==> config.mk <==
export PLATFORM = sky130hd
export DESIGN_NAME = exc_entry_ctrl
export DESIGN_NICKNAME = d
export VERILOG_FILES = /design/src/rtl/exc_entry_pkg.sv /design/src/rtl/exc_prio_pick.sv /design/src/rtl/exc_entry_calc.sv /design/src/rtl/exc_entry_ctrl.sv
export SDC_FILE = /design/constraint.sdc
export NUM_CORES = 1
export LEC_CHECK = 0
export BUFFER_PORTS_ARGS = -buffer_cell sky130_fd_sc_hd__buf_2
export CAP_MARGIN = 20
export CORE_MARGIN = 3
export CORE_UTILIZATION = 35
export DETAILED_ROUTE_END_ITERATION = 7
export GPL_TIMING_DRIVEN = 0
export HOLD_SLACK_MARGIN = 0.1
export SLEW_MARGIN = 25
export SYNTH_ARGS = -nofsm -noshare
export SYNTH_HDL_FRONTEND = slang
export SYNTH_SLANG_ARGS = --single-unit
==> constraint.sdc <==
create_clock -name clk -period 0.8 [get_ports clk]
set_input_delay 0.04 -clock clk [delete_from_list [all_inputs] [get_ports clk]]
set_output_delay 0.04 -clock clk [all_outputs]
set_load 0.02 [all_outputs]
==> src/rtl/exc_entry_pkg.sv <==
`timescale 1ns/1ps
package exc_entry_pkg;
  localparam int NUM_EXC = 10;
  localparam int IDX_W   = $clog2(NUM_EXC);

  typedef enum logic [IDX_W-1:0] {
    EXC_RESET  = 4'd0,
    EXC_DABT   = 4'd1,
    EXC_FIQ    = 4'd2,
    EXC_IRQ    = 4'd3,
    EXC_PABT   = 4'd4,
    EXC_IMPABT = 4'd5,
    EXC_BKPT   = 4'd6,
    EXC_UNDEF  = 4'd7,
    EXC_SVC    = 4'd8,
    EXC_SMC    = 4'd9
  } exc_e;

  localparam logic [4:0] MODE_USR = 5'b10000;
  localparam logic [4:0] MODE_FIQ = 5'b10001;
  localparam logic [4:0] MODE_IRQ = 5'b10010;
  localparam logic [4:0] MODE_SVC = 5'b10011;
  localparam logic [4:0] MODE_MON = 5'b10110;
  localparam logic [4:0] MODE_ABT = 5'b10111;
  localparam logic [4:0] MODE_UND = 5'b11011;

  localparam int BIT_T = 5;
  localparam int BIT_F = 6;
  localparam int BIT_I = 7;
  localparam int BIT_A = 8;
  localparam int BIT_E = 9;
  localparam int BIT_J = 24;

  typedef struct packed {
    logic [4:0] mode;
    logic       set_f;
    logic       set_i;
    logic       set_a;
  } entry_cfg_t;
endpackage

==> src/rtl/exc_prio_pick.sv <==
`timescale 1ns/1ps
module exc_prio_pick
  import exc_entry_pkg::*;
#(
  parameter int N  = NUM_EXC,
  parameter int IW = IDX_W
) (
  input  logic [N-1:0]  req,
  output logic          any,
  output logic [IW-1:0] idx
);
  logic [N-1:0] higher;
  logic [N-1:0] grant;

  // prefix OR: higher[i] is set when a more urgent request is pending
  genvar gi;
  generate
    for (gi = 0; gi < N; gi++) begin : g_chain
      if (gi == 0) begin : g_first
        assign higher[gi] = 1'b0;
      end else begin : g_rest
        assign higher[gi] = higher[gi-1] | req[gi-1];
      end
      assign grant[gi] = req[gi] & ~higher[gi];
    end
  endgenerate

  always_comb begin
    idx = '0;
    for (int i = 0; i < N; i++) begin
      if (grant[i]) idx = idx | IW'(i);
    end
  end

  assign any = |req;
endmodule

==> src/rtl/exc_entry_calc.sv <==
`timescale 1ns/1ps
module exc_entry_calc
  import exc_entry_pkg::*;
#(
  parameter int                        ADDR_W        = 32,
  parameter logic [ADDR_W-1:0]         HIGH_BASE     = 32'hFFFF0000,
  parameter logic [NUM_EXC*8-1:0]      VEC_OFF_TABLE = {8'h08, 8'h08, 8'h04, 8'h0C, 8'h10,
                                                        8'h0C, 8'h18, 8'h1C, 8'h10, 8'h00},
  parameter int                        MON_OFF       = 8
) (
  input  exc_e              kind,
  input  logic [31:0]       status_in,
  input  logic              hivec_sel,
  input  logic              sec_ee,
  input  logic [ADDR_W-1:0] sec_base,
  input  logic [ADDR_W-1:0] mon_base,
  output logic [31:0]       status_new,
  output logic [ADDR_W-1:0] vector
);
  logic              from_user;
  logic              to_monitor;
  entry_cfg_t        cfg;
  exc_e              off_kind;
  logic [7:0]        off;
  logic [ADDR_W-1:0] base;

  always_comb begin
    from_user  = (status_in[4:0] == MODE_USR);
    to_monitor = (kind == EXC_SMC) && !from_user;

    unique case (kind)
      EXC_RESET:  cfg = '{mode: MODE_SVC, set_f: 1'b1, set_i: 1'b1, set_a: 1'b1};
      EXC_FIQ:    cfg = '{mode: MODE_FIQ, set_f: 1'b1, set_i: 1'b1, set_a: 1'b1};
      EXC_IRQ:    cfg = '{mode: MODE_IRQ, set_f: 1'b0, set_i: 1'b1, set_a: 1'b1};
      EXC_DABT,
      EXC_PABT,
      EXC_IMPABT,
      EXC_BKPT:   cfg = '{mode: MODE_ABT, set_f: 1'b0, set_i: 1'b1, set_a: 1'b1};
      EXC_UNDEF:  cfg = '{mode: MODE_UND, set_f: 1'b0, set_i: 1'b1, set_a: 1'b0};
      EXC_SVC:    cfg = '{mode: MODE_SVC, set_f: 1'b0, set_i: 1'b1, set_a: 1'b0};
      EXC_SMC:    cfg = from_user ? '{mode: MODE_UND, set_f: 1'b0, set_i: 1'b1, set_a: 1'b0}
                                  : '{mode: MODE_MON, set_f: 1'b1, set_i: 1'b1, set_a: 1'b1};
      default:    cfg = '{mode: MODE_UND, set_f: 1'b0, set_i: 1'b1, set_a: 1'b0};
    endcase

    // a call from user mode borrows the undefined-instruction slot
    off_kind = (kind == EXC_SMC) ? EXC_UNDEF : kind;
    off      = VEC_OFF_TABLE[int'(off_kind)*8 +: 8];
    base     = hivec_sel ? HIGH_BASE : sec_base;
    vector   = to_monitor ? (mon_base + ADDR_W'(MON_OFF)) : (base + ADDR_W'(off));

    status_new        = status_in;
    status_new[4:0]   = cfg.mode;
    status_new[BIT_T] = 1'b0;
    status_new[BIT_F] = status_in[BIT_F] | cfg.set_f;
    status_new[BIT_I] = status_in[BIT_I] | cfg.set_i;
    status_new[BIT_A] = status_in[BIT_A] | cfg.set_a;
    status_new[BIT_E] = sec_ee;
    status_new[BIT_J] = 1'b0;
  end
endmodule

==> src/rtl/exc_entry_ctrl.sv <==
`timescale 1ns/1ps
module exc_entry_ctrl
  import exc_entry_pkg::*;
#(
  parameter int                   ADDR_W        = 32,
  parameter logic [ADDR_W-1:0]    HIGH_BASE     = 32'hFFFF0000,
  parameter logic [NUM_EXC*8-1:0] VEC_OFF_TABLE = {8'h08, 8'h08, 8'h04, 8'h0C, 8'h10,
                                                   8'h0C, 8'h18, 8'h1C, 8'h10, 8'h00},
  parameter int                   MON_OFF       = 8
) (
  input  logic               clk,
  input  logic               rst_n,
  input  logic [NUM_EXC-1:0] exc_req,
  input  logic [31:0]        status_in,
  input  logic [ADDR_W-1:0]  next_pc,
  input  logic               hivec_sel,
  input  logic               sec_ee,
  input  logic [ADDR_W-1:0]  sec_base,
  input  logic [ADDR_W-1:0]  mon_base,
  output logic               entry_valid,
  output logic [IDX_W-1:0]   entry_idx,
  output logic [31:0]        status_out,
  output logic [ADDR_W-1:0]  link_out,
  output logic [31:0]        saved_out,
  output logic [ADDR_W-1:0]  vector_out
);
  logic              pend;
  logic [IDX_W-1:0]  pick;
  logic [31:0]       st_new;
  logic [ADDR_W-1:0] vec_new;

  exc_prio_pick #(.N(NUM_EXC), .IW(IDX_W)) u_pick (
    .req (exc_req),
    .any (pend),
    .idx (pick)
  );

  exc_entry_calc #(
    .ADDR_W        (ADDR_W),
    .HIGH_BASE     (HIGH_BASE),
    .VEC_OFF_TABLE (VEC_OFF_TABLE),
    .MON_OFF       (MON_OFF)
  ) u_calc (
    .kind       (exc_e'(pick)),
    .status_in  (status_in),
    .hivec_sel  (hivec_sel),
    .sec_ee     (sec_ee),
    .sec_base   (sec_base),
    .mon_base   (mon_base),
    .status_new (st_new),
    .vector     (vec_new)
  );

  always_ff @(posedge clk or negedge rst_n) begin
    if (!rst_n) begin
      entry_valid <= 1'b0;
      entry_idx   <= '0;
      status_out  <= '0;
      link_out    <= '0;
      saved_out   <= '0;
      vector_out  <= '0;
    end else if (pend) begin
      entry_valid <= 1'b1;
      entry_idx   <= pick;
      status_out  <= st_new;
      link_out    <= next_pc;
      saved_out   <= status_in;
      vector_out  <= vec_new;
    end else begin
      entry_valid <= 1'b0;
      entry_idx   <= '0;
      status_out  <= status_in;
      link_out    <= '0;
      saved_out   <= '0;
      vector_out  <= '0;
    end
  end
endmodule

==> qor.csv <==
metric;value;unit
total_power;18980;uW
syn_avg_cell_area;10.69;um2
drc;0;
p_clk_frac;0.424;
path_class;in2reg;
maxSlewViolCount;0;
fmax;351.9;MHz
yosysWarnings;0;
synth_ff_type;dfrtp_1;
fp.dieArea;18490;um2
ir_drop;1.428;mV
startpoint_type;primary input;
dp.cells;1043;
synthAdderAreaFrac;0.01185;
cp.arrival;3.18;ns
finish.utilization;0.7115;
tightest_slew;0.7814;ns
timing.slew.headroom;0.4747;
clock_path_buffers;2;
yosysTopAreaCellShare;0.5628;
p_per_area;1643;nW/um2
grt_pass1_wl;33720;um
rows;46;
synth_top_area_cell;dfrtp_1;
final_cell_mix;161 x buf_6, 133 x buf_2, 133 x dfrtp_1;
internal_power;13930;uW
ys_seq_area_frac;0.5628;
synthMuxAreaShare;0.001904;
vias_per_cell;5.137;
grt_use_total;0.2358;
numPortBuffers;273;
violations;hold timing, setup timing;
htree_levels;4;
n_antenna_cell;0;
fill_cells;1114;
cts-root-buf;clkbuf_16;
antenna_left;0;
cts.clk_slew.worst_paths;0.06;ns
status;complete, but fails checks;
endpoint_kind;flop;
hp-class;in2async;
p_sw_frac;0.2660;
wl_per_cell;20.19;um
yosys.area_share.simple;0.2292;
syn2layout_area_growth;95.30;%
synthesis.nets;700;
cts_buffers;17;
drive_gt1_frac;0.5186;
cp_max_fo;5;
die_h;136.0;um
grt_max_degree;74;
synthTopCellsByArea;dfrtp_1 56%, and2_1 7.3%, xnor2_1 4.4%;
synth-edff-count;0;
pwr-share-comb;0.193;
fin_ws;-2.042;ns
leakage;0.005285;uW
coreArea;16230;um2
fin_crit_sh;3.552;
drt_pass1_iterations;4;
cts_sinks;133;
hold_viol_final;75;
synth_top_family_by_area;simple AND/OR/NAND/NOR gates;
final-instance-count-excl-fill;1238;
finalSetupViolCount;242;
syn_inst;553;
async_reset_ff_frac;1.000;
final_common_cell;buf_6;
netlist_area;5913;um2
synth_compound_area_frac;0.1026;
drv_cap;0;
synth_xor_area_frac;0.06369;
cts_tree;built;
synth-seq-cells;133;
yosysUniqueCellTypes;58;
holdWs;-0.4313;ns
pin_count;275;
switchingPower;5048;uW
grt_pass1_vias;6424;
dp_hpwl;15250;um
antenna_found_initial;0;
wirelength;24990;um
first_iter_violations;276;
start_util;0.3643;
layout.nets;1157;
die_w;136.0;um
num_vias;6359;
gp_congestion;0.8798;
grt_overflow_total;0;
grt_setup_unrepaired;yes;
fin_crit;2.842;ns
required;1.13;ns
power_frac_seq;0.383;
[Yosys cell counts (4+ instances only)]
master	count
a211oi_1	12
a21oi_1	29
a311o_1	7
a31oi_1	4
and2_1	69
and3_1	14
and4_1	4
clkbuf_1	18
dfrtp_1	133
ha_1	4
inv_1	8
nand2_1	47
nand2b_1	5
nand3_1	16
nand4_1	12
nor2_1	35
nor2b_1	5
nor3_1	7
nor4_1	5
nor4_2	4
o21ai_0	9
o21ai_1	9
or3_1	5
xnor2_1	30
xor2_1	13
[area by class of cell]
type                    instances  area (um2)  share of cell area
plain buffers                  24       309.0             0.02676
multi-input cells             384        3012              0.2608
inverters                       9       48.80            0.004225
clock buffers                  17       425.4             0.03684
clock inverters                14       177.7             0.01538
well taps                     216       270.3             0.02340
repair buffers                441        3978              0.3444
flip-flops and latches        133        3328              0.2882
[repair_timing]
action                                 CTS  global route
setup endpoints to repair              239           241
cloned                                   2             6
setup buffers                           36            25
resized for setup                      149           353
pin swaps                               62            54
endpoints found under the hold margin  264            94
hold buffers                           101             4
[sequential cells by signal, summed over array words and instances, names as in the netlist]
name	flops
entry_idx	4
entry_valid	1
link_out	32
saved_out	32
status_out	32
vector_out	32
[power groups by stage]
stage / Sequential (uW) / Clock, uW / Combinational, uW
2_1_floorplan: 7750 / 0 / 624
3_3_place_gp: 7280 / 0 / 2280
3_5_place_dp: 7280 / 0 / 2330
4_1_cts: 7170 / 8120 / 3030
5_1_grt: 7290 / 8460 / 3870
6_report: 7270 / 8050 / 3670
[cell families after synthesis]
group           count (synthesis)
xor+xnor                       43
buf+inv                        36
compound gates                 92
mux                             1
flops                         133
simple gates                  243
fa+ha+maj                       5
[worst max-delay path, cell delays in order]
cell,delay [ns]
buf_12,0.11
nor4_4,0.31
nand3b_1,0.17
inv_2,0.08
o31a_1,0.17
a211oi_2,0.05
a31oi_1,0.21
ha_2,0.24
inv_2,0.04
fa_2,0.34
and2b_2,0.26
o2111ai_4,0.17
buf_6,0.17
buf_6,0.11
nor2_4,0.07
xnor2_1,0.08
or3_1,0.36
a21oi_2,0.17
[routing by layer]
layer | wire [um] | track usage | part of all wire
met4 | 881 | 0.09071 | 0.035
met5 | 0 | 0 | 0
met1 | 9295 | 0.2786 | 0.37
met3 | 1723 | 0.05144 | 0.069
met2 | 13090 | 0.4187 | 0.52
[worst paths after layout]
check	endpoint	startpoint	depth (start not counted)
min in group clk	status_out[0]	exc_req[3]	2
setup / recovery	vector_out[12]	exc_req[5]	18
max in group asynchronous	status_out[17]	rst_n	2
hold / removal	saved_out[24]	rst_n	1
[stage by stage]
stage / TNS, ns / area (um2) / setup WS [ns]
floorplan: -74.35 / 6062 / -2.033
global placement: -389.98 / 7699 / -2.705
detailed placement: -127.98 / 7736 / -2.661
CTS: -89.25 / 10220 / -1.933
global route: -113.47 / 11550 / -2.163
finish: -104.30 / 11550 / -2.042
(Power assumes the default switching activity.)
